==> config.mk <==
export PLATFORM = sky130hd
export DESIGN_NAME = pa_alloc
export DESIGN_NICKNAME = d
export VERILOG_FILES = /design/src/rtl/pa_pkg.sv /design/src/rtl/pa_first_set.sv /design/src/rtl/pa_victim.sv /design/src/rtl/pa_policy_tbl.sv /design/src/rtl/pa_alloc.sv
export SDC_FILE = /design/constraint.sdc
export NUM_CORES = 1
export LEC_CHECK = 0
export BUFFER_PORTS_ARGS = -buffer_cell sky130_fd_sc_hd__clkbuf_2
export CAP_MARGIN = 20
export CORE_ASPECT_RATIO = 0.9
export CORE_UTILIZATION = 54
export DETAILED_ROUTE_END_ITERATION = 8
export PLACE_DENSITY = 0.78
export SYNTH_ARGS = -nofsm -noshare
export SYNTH_HDL_FRONTEND = slang
export SYNTH_HIERARCHICAL = 1
export SYNTH_SLANG_ARGS = --single-unit
==> constraint.sdc <==
create_clock -name clk -period 8 [get_ports clk]
set_input_delay 1.2 -clock clk [delete_from_list [all_inputs] [get_ports clk]]
set_output_delay 1.2 -clock clk [all_outputs]
set_load 0.01 [all_outputs]
==> src/rtl/pa_pkg.sv <==
package pa_pkg;
    typedef enum logic [2:0] {
        EV_GRANT     = 3'd0,
        EV_DOWN      = 3'd1,
        EV_DENY_BUD  = 3'd2,
        EV_DENY_BOFF = 3'd3,
        EV_SHED      = 3'd4,
        EV_REL       = 3'd5
    } ev_code_e;
endpackage

==> src/rtl/pa_first_set.sv <==
// Lowest set index of a vector.
module pa_first_set #(
    parameter int N  = 4,
    parameter int IW = 2
) (
    input  logic [N-1:0]  vec_i,
    output logic          found_o,
    output logic [IW-1:0] idx_o
);
    always_comb begin
        found_o = |vec_i;
        idx_o   = '0;
        for (int i = N - 1; i >= 0; i--) begin
            if (vec_i[i]) idx_o = IW'(i);
        end
    end
endmodule

==> src/rtl/pa_victim.sv <==
// Picks the powered port with lowest priority; ties go to the lowest rank
// (rank 0 = most recently admitted).
module pa_victim #(
    parameter int N    = 4,
    parameter int IW   = 2,
    parameter int PRIW = 2,
    parameter int RW   = 3
) (
    input  logic [N-1:0]           on_i,
    input  logic [N-1:0][PRIW-1:0] pri_i,
    input  logic [N-1:0][RW-1:0]   rank_i,
    output logic                   found_o,
    output logic [IW-1:0]          idx_o
);
    logic [PRIW-1:0] best_pri;
    logic [RW-1:0]   best_rank;

    always_comb begin
        found_o   = 1'b0;
        idx_o     = '0;
        best_pri  = '0;
        best_rank = '0;
        for (int i = 0; i < N; i++) begin
            if (on_i[i] && (!found_o || pri_i[i] < best_pri ||
                (pri_i[i] == best_pri && rank_i[i] < best_rank))) begin
                found_o   = 1'b1;
                idx_o     = IW'(i);
                best_pri  = pri_i[i];
                best_rank = rank_i[i];
            end
        end
    end
endmodule

==> src/rtl/pa_policy_tbl.sv <==
// Versioned policy table, loaded in one cycle on commit.
module pa_policy_tbl #(
    parameter int N    = 4,
    parameter int PRIW = 2,
    parameter int PW   = 8,
    parameter int VW   = 4
) (
    input  logic                   clk,
    input  logic                   rst_n,
    input  logic                   commit_i,
    input  logic [N-1:0][PRIW-1:0] pri_i,
    input  logic [N-1:0]           strict_i,
    input  logic [N-1:0][PW-1:0]   cap_i,
    input  logic [VW-1:0]          ver_i,
    output logic [N-1:0][PRIW-1:0] pri_o,
    output logic [N-1:0]           strict_o,
    output logic [N-1:0][PW-1:0]   cap_o,
    output logic [VW-1:0]          ver_o
);
    typedef struct packed {
        logic [N-1:0][PRIW-1:0] pri;
        logic [N-1:0]           strict;
        logic [N-1:0][PW-1:0]   cap;
        logic [VW-1:0]          ver;
    } tbl_t;

    tbl_t t_d, t_q;

    always_comb begin
        t_d = t_q;
        if (commit_i) begin
            t_d.pri    = pri_i;
            t_d.strict = strict_i;
            t_d.cap    = cap_i;
            t_d.ver    = ver_i;
        end
    end

    always_ff @(posedge clk or negedge rst_n) begin
        if (!rst_n) begin
            t_q.pri    <= '0;
            t_q.strict <= '0;
            t_q.cap    <= '1;
            t_q.ver    <= '0;
        end else begin
            t_q <= t_d;
        end
    end

    assign pri_o    = t_q.pri;
    assign strict_o = t_q.strict;
    assign cap_o    = t_q.cap;
    assign ver_o    = t_q.ver;
endmodule

==> src/rtl/pa_alloc.sv <==
module pa_alloc
    import pa_pkg::*;
#(
    parameter int NPORT    = 4,
    parameter int PW       = 8,
    parameter int CW       = 3,
    parameter int PRIW     = 2,
    parameter int VW       = 4,
    parameter int CLSTEP   = 8,
    parameter int CONS_PWR = 8,
    parameter int SAFE_CAP = 60,
    parameter int MIN_PWR  = 4,
    parameter int BACKOFF  = 16,
    localparam int IW      = (NPORT > 1) ? $clog2(NPORT) : 1,
    localparam int SUMW    = PW + $clog2(NPORT) + 1
) (
    input  logic                  clk,
    input  logic                  rst_n,
    input  logic [NPORT-1:0]      req_i,
    input  logic [NPORT*CW-1:0]   cls_i,
    input  logic [NPORT-1:0]      amb_i,
    input  logic [NPORT-1:0]      rel_i,
    input  logic [SUMW-1:0]       total_i,
    input  logic [SUMW-1:0]       guard_i,
    input  logic [NPORT*PRIW-1:0] cfg_pri_i,
    input  logic [NPORT-1:0]      cfg_strict_i,
    input  logic [NPORT*PW-1:0]   cfg_cap_i,
    input  logic [VW-1:0]         cfg_ver_i,
    input  logic                  cfg_commit_i,
    output logic [NPORT-1:0]      on_o,
    output logic [NPORT-1:0]      shed_o,
    output logic [NPORT*PW-1:0]   alloc_o,
    output logic [SUMW-1:0]       sum_o,
    output logic                  evt_v_o,
    output logic [IW-1:0]         evt_port_o,
    output logic [2:0]            evt_code_o,
    output logic [VW-1:0]         ver_o
);
    localparam int RW = $clog2(NPORT + 1);
    localparam int BW = $clog2(BACKOFF + 1);

    typedef struct packed {
        logic [NPORT-1:0]         on;
        logic [NPORT-1:0][PW-1:0] alloc;
        logic [NPORT-1:0][RW-1:0] rank;
        logic [NPORT-1:0][BW-1:0] boff;
        logic [NPORT-1:0]         preq;
        logic [NPORT-1:0]         prel;
        logic [NPORT-1:0]         shed;
        logic [SUMW-1:0]          sum;
        logic                     ev_v;
        logic [IW-1:0]            ev_port;
        ev_code_e                 ev_code;
    } st_t;

    st_t s_d, s_q;

    logic [NPORT-1:0][PRIW-1:0] tbl_pri;
    logic [NPORT-1:0]           tbl_strict;
    logic [NPORT-1:0][PW-1:0]   tbl_cap;

    pa_policy_tbl #(.N(NPORT), .PRIW(PRIW), .PW(PW), .VW(VW)) i_tbl (
        .clk(clk), .rst_n(rst_n), .commit_i(cfg_commit_i),
        .pri_i(cfg_pri_i), .strict_i(cfg_strict_i), .cap_i(cfg_cap_i),
        .ver_i(cfg_ver_i), .pri_o(tbl_pri), .strict_o(tbl_strict),
        .cap_o(tbl_cap), .ver_o(ver_o)
    );

    logic [NPORT-1:0] req_all, rel_all;
    logic             req_f, rel_f, vic_f;
    logic [IW-1:0]    req_idx, rel_idx, vic_idx;

    assign req_all = s_q.preq | req_i;
    assign rel_all = s_q.prel | rel_i;

    pa_first_set #(.N(NPORT), .IW(IW)) i_req_pick (
        .vec_i(req_all), .found_o(req_f), .idx_o(req_idx));
    pa_first_set #(.N(NPORT), .IW(IW)) i_rel_pick (
        .vec_i(rel_all), .found_o(rel_f), .idx_o(rel_idx));
    pa_victim #(.N(NPORT), .IW(IW), .PRIW(PRIW), .RW(RW)) i_victim (
        .on_i(s_q.on), .pri_i(tbl_pri), .rank_i(s_q.rank),
        .found_o(vic_f), .idx_o(vic_idx));

    // Budget arithmetic
    logic [SUMW:0]   need;
    logic            over;
    logic [SUMW-1:0] head, want, cls_pw;

    always_comb begin
        need   = {1'b0, s_q.sum} + {1'b0, guard_i};
        over   = need > {1'b0, total_i};
        head   = over ? '0 : (total_i - s_q.sum - guard_i);
        cls_pw = (SUMW'(cls_i[req_idx*CW +: CW]) + SUMW'(1)) * SUMW'(CLSTEP);
        want   = amb_i[req_idx] ? SUMW'(CONS_PWR) : cls_pw;
        if (want > SUMW'(tbl_cap[req_idx])) want = SUMW'(tbl_cap[req_idx]);
        if (want > SUMW'(SAFE_CAP))         want = SUMW'(SAFE_CAP);
    end

    always_comb begin
        s_d      = s_q;
        s_d.shed = '0;
        s_d.ev_v = 1'b0;
        s_d.preq = req_all;
        s_d.prel = rel_all;
        for (int i = 0; i < NPORT; i++) begin
            if (s_q.boff[i] != '0) s_d.boff[i] = s_q.boff[i] - BW'(1);
        end

        if (over && vic_f) begin
            // shed the selected port and close its rank gap
            s_d.on[vic_idx]    = 1'b0;
            s_d.alloc[vic_idx] = '0;
            s_d.sum            = s_q.sum - SUMW'(s_q.alloc[vic_idx]);
            s_d.boff[vic_idx]  = BW'(BACKOFF);
            s_d.shed[vic_idx]  = 1'b1;
            for (int j = 0; j < NPORT; j++) begin
                if (s_q.on[j] && s_q.rank[j] > s_q.rank[vic_idx])
                    s_d.rank[j] = s_q.rank[j] - RW'(1);
            end
            s_d.ev_v    = 1'b1;
            s_d.ev_port = vic_idx;
            s_d.ev_code = EV_SHED;
        end else if (rel_f) begin
            s_d.prel[rel_idx] = 1'b0;
            if (s_q.on[rel_idx]) begin
                s_d.on[rel_idx]    = 1'b0;
                s_d.alloc[rel_idx] = '0;
                s_d.sum            = s_q.sum - SUMW'(s_q.alloc[rel_idx]);
                for (int j = 0; j < NPORT; j++) begin
                    if (s_q.on[j] && s_q.rank[j] > s_q.rank[rel_idx])
                        s_d.rank[j] = s_q.rank[j] - RW'(1);
                end
                s_d.ev_v    = 1'b1;
                s_d.ev_port = rel_idx;
                s_d.ev_code = EV_REL;
            end
        end else if (req_f) begin
            s_d.preq[req_idx] = 1'b0;
            if (!s_q.on[req_idx]) begin
                s_d.ev_v    = 1'b1;
                s_d.ev_port = req_idx;
                if (s_q.boff[req_idx] != '0) begin
                    s_d.ev_code = EV_DENY_BOFF;
                end else if (want <= head ||
                             (!tbl_strict[req_idx] && head >= SUMW'(MIN_PWR))) begin
                    s_d.ev_code        = (want <= head) ? EV_GRANT : EV_DOWN;
                    s_d.alloc[req_idx] = (want <= head) ? PW'(want) : PW'(head);
                    s_d.on[req_idx]    = 1'b1;
                    s_d.sum            = s_q.sum + SUMW'(s_d.alloc[req_idx]);
                    for (int j = 0; j < NPORT; j++) begin
                        if (s_q.on[j]) s_d.rank[j] = s_q.rank[j] + RW'(1);
                    end
                    s_d.rank[req_idx] = '0;
                end else begin
                    s_d.ev_code = EV_DENY_BUD;
                end
            end
        end
    end

    always_ff @(posedge clk or negedge rst_n) begin
        if (!rst_n) begin
            s_q.on      <= '0;
            s_q.alloc   <= '0;
            s_q.rank    <= '0;
            s_q.boff    <= '0;
            s_q.preq    <= '0;
            s_q.prel    <= '0;
            s_q.shed    <= '0;
            s_q.sum     <= '0;
            s_q.ev_v    <= 1'b0;
            s_q.ev_port <= '0;
            s_q.ev_code <= EV_GRANT;
        end else begin
            s_q <= s_d;
        end
    end

    assign on_o       = s_q.on;
    assign shed_o     = s_q.shed;
    assign alloc_o    = s_q.alloc;
    assign sum_o      = s_q.sum;
    assign evt_v_o    = s_q.ev_v;
    assign evt_port_o = s_q.ev_port;
    assign evt_code_o = s_q.ev_code;
endmodule

==> flow_metrics.py <==
metrics = {
    "setup_path": {
        "worstSetupEndpointType": "flip-flop",
        "regToRegEndpoint": "sum_o[6]",
        "cp.buffers_inverters": 8,
        "r2r-start": "sum_o[0]",
        "crit_path_start_kind": "input port",
        "cpLargestDelayFamily": "compound AO/OA/AOI/OAI gates",
        "critPathArrivalTime_ns": 8.24,
        "capturing_instance_or_port_of_the_critical_path": "sum_o[6]",
        "timing.reg2reg.worst_path_depth": 45,
        "reg2reg_slack_ns": 0.34,
        "timing.critical_path.from": "guard_i[0]",
        "path_class": "input port to flip-flop",
        "maximum_cell_stage_delay_along_the_critical_path_ns": 0.53,
        "crit_fanout": 7,
        "crit_path_top_delay_cell": "sky130_fd_sc_hd__or4_4",
        "worstPathRequired_ns": 8.30,
        "worstSetupPathDepth": 46,
    },
    "synthesis": {
        "postSynthCellCount": 1263,
        "synth_top_cells_by_area": "sky130_fd_sc_hd__dfrtp_1, sky130_fd_sc_hd__ha_1, sky130_fd_sc_hd__dfstp_2",
        "post_synth.cell_area_avg_um2": 9.75,
        "netlist.top_cell.by_area": "sky130_fd_sc_hd__dfrtp_1",
        "synthesis.area_mm2": 0.0123,
        "post-synth-top-area-fraction_pct": 23.0,
        "ys_ff_latch": 145,
        "synth_edf_count": 0,
        "yosys_most_used_dff": "sky130_fd_sc_hd__dfrtp_1",
        "synth-async-reset-ratio_pct": 100,
        "yosys.cell_types.count": 80,
        "synth_seq_area_share_pct": 29.8,
        "synth.yosys.warnings": 6,
    },
    "detailed_routing": {
        "route.met3.wl_mm": 2.86,
        "highest-signal-layer": "met4",
        "post_drt_wl_per_cell_um": 19.4,
        "postRouteAntennaNets": 0,
        "detail_route.first_pass.iterations": 6,
        "drtIter0Drc": 970,
        "met2RoutedLength_mm": 15.7,
        "met1Wirelength_mm": 14.6,
        "drt_wl_total_mm": 33.6,
        "detail_route.drc_violations": 0,
        "detail_route.vias_per_cell": 6.02,
        "num_vias": 10400,
    },
    "timing": {
        "post-route-period-util_pct": 99.2,
        "fin_skew_ns": 0.00934,
        "rsz_0062_raised_after_global_routing": "yes",
        "report.final.setup_viol": 0,
        "report.final.slew_viol_count": 0,
        "fin_worst_hold_slack_ns": 0.502,
        "fin_ws_ns": 0.0636,
        "fmax_ghz": 0.126,
        "timing_worst_slew_pin_value_ns": 0.905,
        "hold_viol": 0,
        "fin_setup_tns_ns": 0,
        "layout_min_cycle_time_ns": 7.94,
        "relSlewSlack_pct": 39.6,
    },
    "placed_design": {
        "placed_cells_incl_taps": 1687,
        "finalWeightedCongestion": 0.940,
        "detailedPlacementHpwl_mm": 25.1,
        "io_buffers": 157,
        "placement.setup.worst_slack_ns": -0.544,
        "postPlaceCellArea_mm2": 0.0134,
    },
    "pwr": {
        "switching_power_mw": 2.41,
        "share_seq_of_total_power_pct": 20.0,
        "power.combinational.fraction_pct": 64.8,
        "internal_power_mw": 2.88,
        "vdd.ir_drop.worst_v": 0.000202,
        "power_dens_cells_mw_per_mm2": 371,
        "power.share.switching_pct": 45.5,
        "p_leak_nw": 6.56,
        "pwr-share-clk_pct": 15.2,
    },
    "global_routing": {
        "grt_max_degree": 94,
        "track_usage_pct": 28.9,
        "grt_antenna_before_repair": 0,
        "grt_overflow": 0,
        "grt_pass1_wl_mm": 53.2,
        "vias_in_the_first_global_route": 10200,
    },
    "floorplanning": {
        "placeableCoreArea_mm2": 0.0224,
        "boundaryPins": 158,
        "die_width_um": 161,
        "start_util_pct": 54.9,
        "chipHeight_um": 145,
        "rows": 52,
        "floorplan.die_area_mm2": 0.0234,
    },
    "clock_tree": {
        "clkLatencyLatePin_ns": 0.43,
        "cts_htree_levels": 4,
        "cts_tree": "built",
        "numClockSinks": 145,
        "cts_hold_buffers": 0,
        "ctsLongestPathBuffers": 2,
        "tritoncts_buffers": 17,
        "clockRootBuffer": "sky130_fd_sc_hd__clkbuf_16",
        "worst_setup_hold_path_clk_slew_ns": 0.07,
    },
    "finish": {
        "final_standard_cell_area_without_fillers_mm2": 0.0142,
        "layout.nets": 1661,
        "mostFrequentLayoutCell": "sky130_fd_sc_hd__clkbuf_2",
        "layout.filler_cells": 1818,
        "areaGrowthSynthToFinish_pct": 15.6,
        "stdcell_count": 1733,
        "layout-drive-gt1-share_pct": 31.3,
        "layout_common_cells": "sky130_fd_sc_hd__clkbuf_2, sky130_fd_sc_hd__ha_1, sky130_fd_sc_hd__dfrtp_1",
    },
    "run_status": {
        "run_status": "finished, final reports clean",
    },
    "hold_path": {
        "hold_path.class": "flip-flop to flip-flop",
    },
    "flow_run": {
        "drv.max_cap_violation_count": 0,
    },
}
logic make-up (layout without fill, tap and decap cells):
kind of cell             Yosys count  count (layout)  share of synthesized area [%]
adder cells (fa/ha/maj)          142             142                           15.3
AND/OR/NAND/NOR                  324             324                           13.8
other                              1               3                         0.0304
multiplexers                      93              93                           12.4
XOR/XNOR                          41              41                           2.91
AO/OA/AOI/OAI                    315             316                           17.5
buffers and inverters            202             372                           8.35
flip-flops                       145             145                           29.8
sequential cells by signal, indices dropped and copies added (netlist names), 3 cells and up:
register        cells
alloc_o            32
evt_code_o          3
i_tbl/cap_o        32
i_tbl/pri_o         8
i_tbl/strict_o      4
i_tbl/ver_o         4
on_o                4
s_q                40
shed_o              4
sum_o              11
metrics by stage:
stage / utilization (%) / power, mW
3_3_place_gp: 59.7 / 4.15
3_5_place_dp: 59.7 / 4.22
4_1_cts: 62.3 / 5.06
2_1_floorplan: - / 3.24
6_report: 63.5 / 5.29
5_1_grt: 63.4 / 5.69
worst min path at each step:
stage | slack [ns] | cells past startpoint | endpoint | start
6_report | 0.50 | 1 | evt_code_o[2] | evt_code_o[2]
5_1_grt | 0.52 | 1 | evt_code_o[2] | evt_code_o[2]
4_1_cts | 0.51 | 1 | s_q[33] | s_q[33]
3_5_place_dp | 0.49 | 1 | s_q[33] | s_q[33]
3_3_place_gp | 0.46 | 1 | evt_code_o[2] | evt_code_o[2]
2_1_floorplan | 0.45 | 1 | evt_code_o[2] | evt_code_o[2]
synthesized netlist by cell type, types with 11 or more instances:
master                     count
sky130_fd_sc_hd__a31oi_1      23
sky130_fd_sc_hd__xor2_1       11
sky130_fd_sc_hd__nand3_1      22
sky130_fd_sc_hd__dfrtp_1     113
sky130_fd_sc_hd__o21a_1       11
sky130_fd_sc_hd__nor2_1       81
sky130_fd_sc_hd__clkbuf_1     20
sky130_fd_sc_hd__inv_1       103
sky130_fd_sc_hd__mux4_2       36
sky130_fd_sc_hd__nor2b_1      28
sky130_fd_sc_hd__mux2_2       29
sky130_fd_sc_hd__a21o_1       24
sky130_fd_sc_hd__o21ai_1      11
sky130_fd_sc_hd__xnor2_1      30
sky130_fd_sc_hd__dfstp_2      32
sky130_fd_sc_hd__a211oi_1     12
sky130_fd_sc_hd__buf_2        12
sky130_fd_sc_hd__mux2_4       20
sky130_fd_sc_hd__ha_1        128
sky130_fd_sc_hd__o21ai_0      62
sky130_fd_sc_hd__nor3_1       29
sky130_fd_sc_hd__nand2_1      73
sky130_fd_sc_hd__buf_4        56
sky130_fd_sc_hd__a22o_1       32
sky130_fd_sc_hd__nand2b_1     25
sky130_fd_sc_hd__fa_1         14
sky130_fd_sc_hd__a21oi_1      50
routing by layer:
| metal | global-route usage [%] | vias to the layer above |
|---|---|---|
| li1 | - | 4864 |
| met4 | 7.88 | 0 |
| met1 | 40.1 | 5045 |
| met5 | 0 | - |
| met2 | 45.1 | 471 |
| met3 | 6.92 | 49 |
layout make-up:
class                           count  area [um2]  area share, %
Antenna cell                        1        2.50         0.0176
Inverter                          103         387           2.71
Clock buffer                       19         464           3.26
Multi-Input combinational cell    918        7810           54.8
Timing Repair Buffer              237        1410           9.90
Clock inverter                     13         130          0.914
Tap cell                          297         372           2.61
Sequential cell                   145        3670           25.8
worst reg2reg max path, delay by kind of cell (launching register included):
kind                     cells  cell delay (ns)
AO/OA/AOI/OAI               18             2.66
XOR/XNOR                     2             0.26
adder cells (fa/ha/maj)      6             1.39
buffers and inverters        7             0.86
flip-flops                   1             0.52
AND/OR/NAND/NOR             12             1.85
power groups by stage:
stage / clock, mW / combinational (mW) / sequential [mW]
finish: 0.803 / 3.43 / 1.06
detailed placement: 0 / 3.16 / 1.06
CTS: 0.810 / 3.20 / 1.05
floorplan: 0 / 2.22 / 1.02
global route: 0.844 / 3.77 / 1.08
global placement: 0 / 3.09 / 1.06
repair_timing:
item                                    4_1_cts  5_1_grt
resized for setup                             2       39
gates cloned                                  0        1
buffers inserted                              0       12
endpoints found under the setup margin        5       19
pin swaps                                     3       32
(Power assumes the default switching activity.)
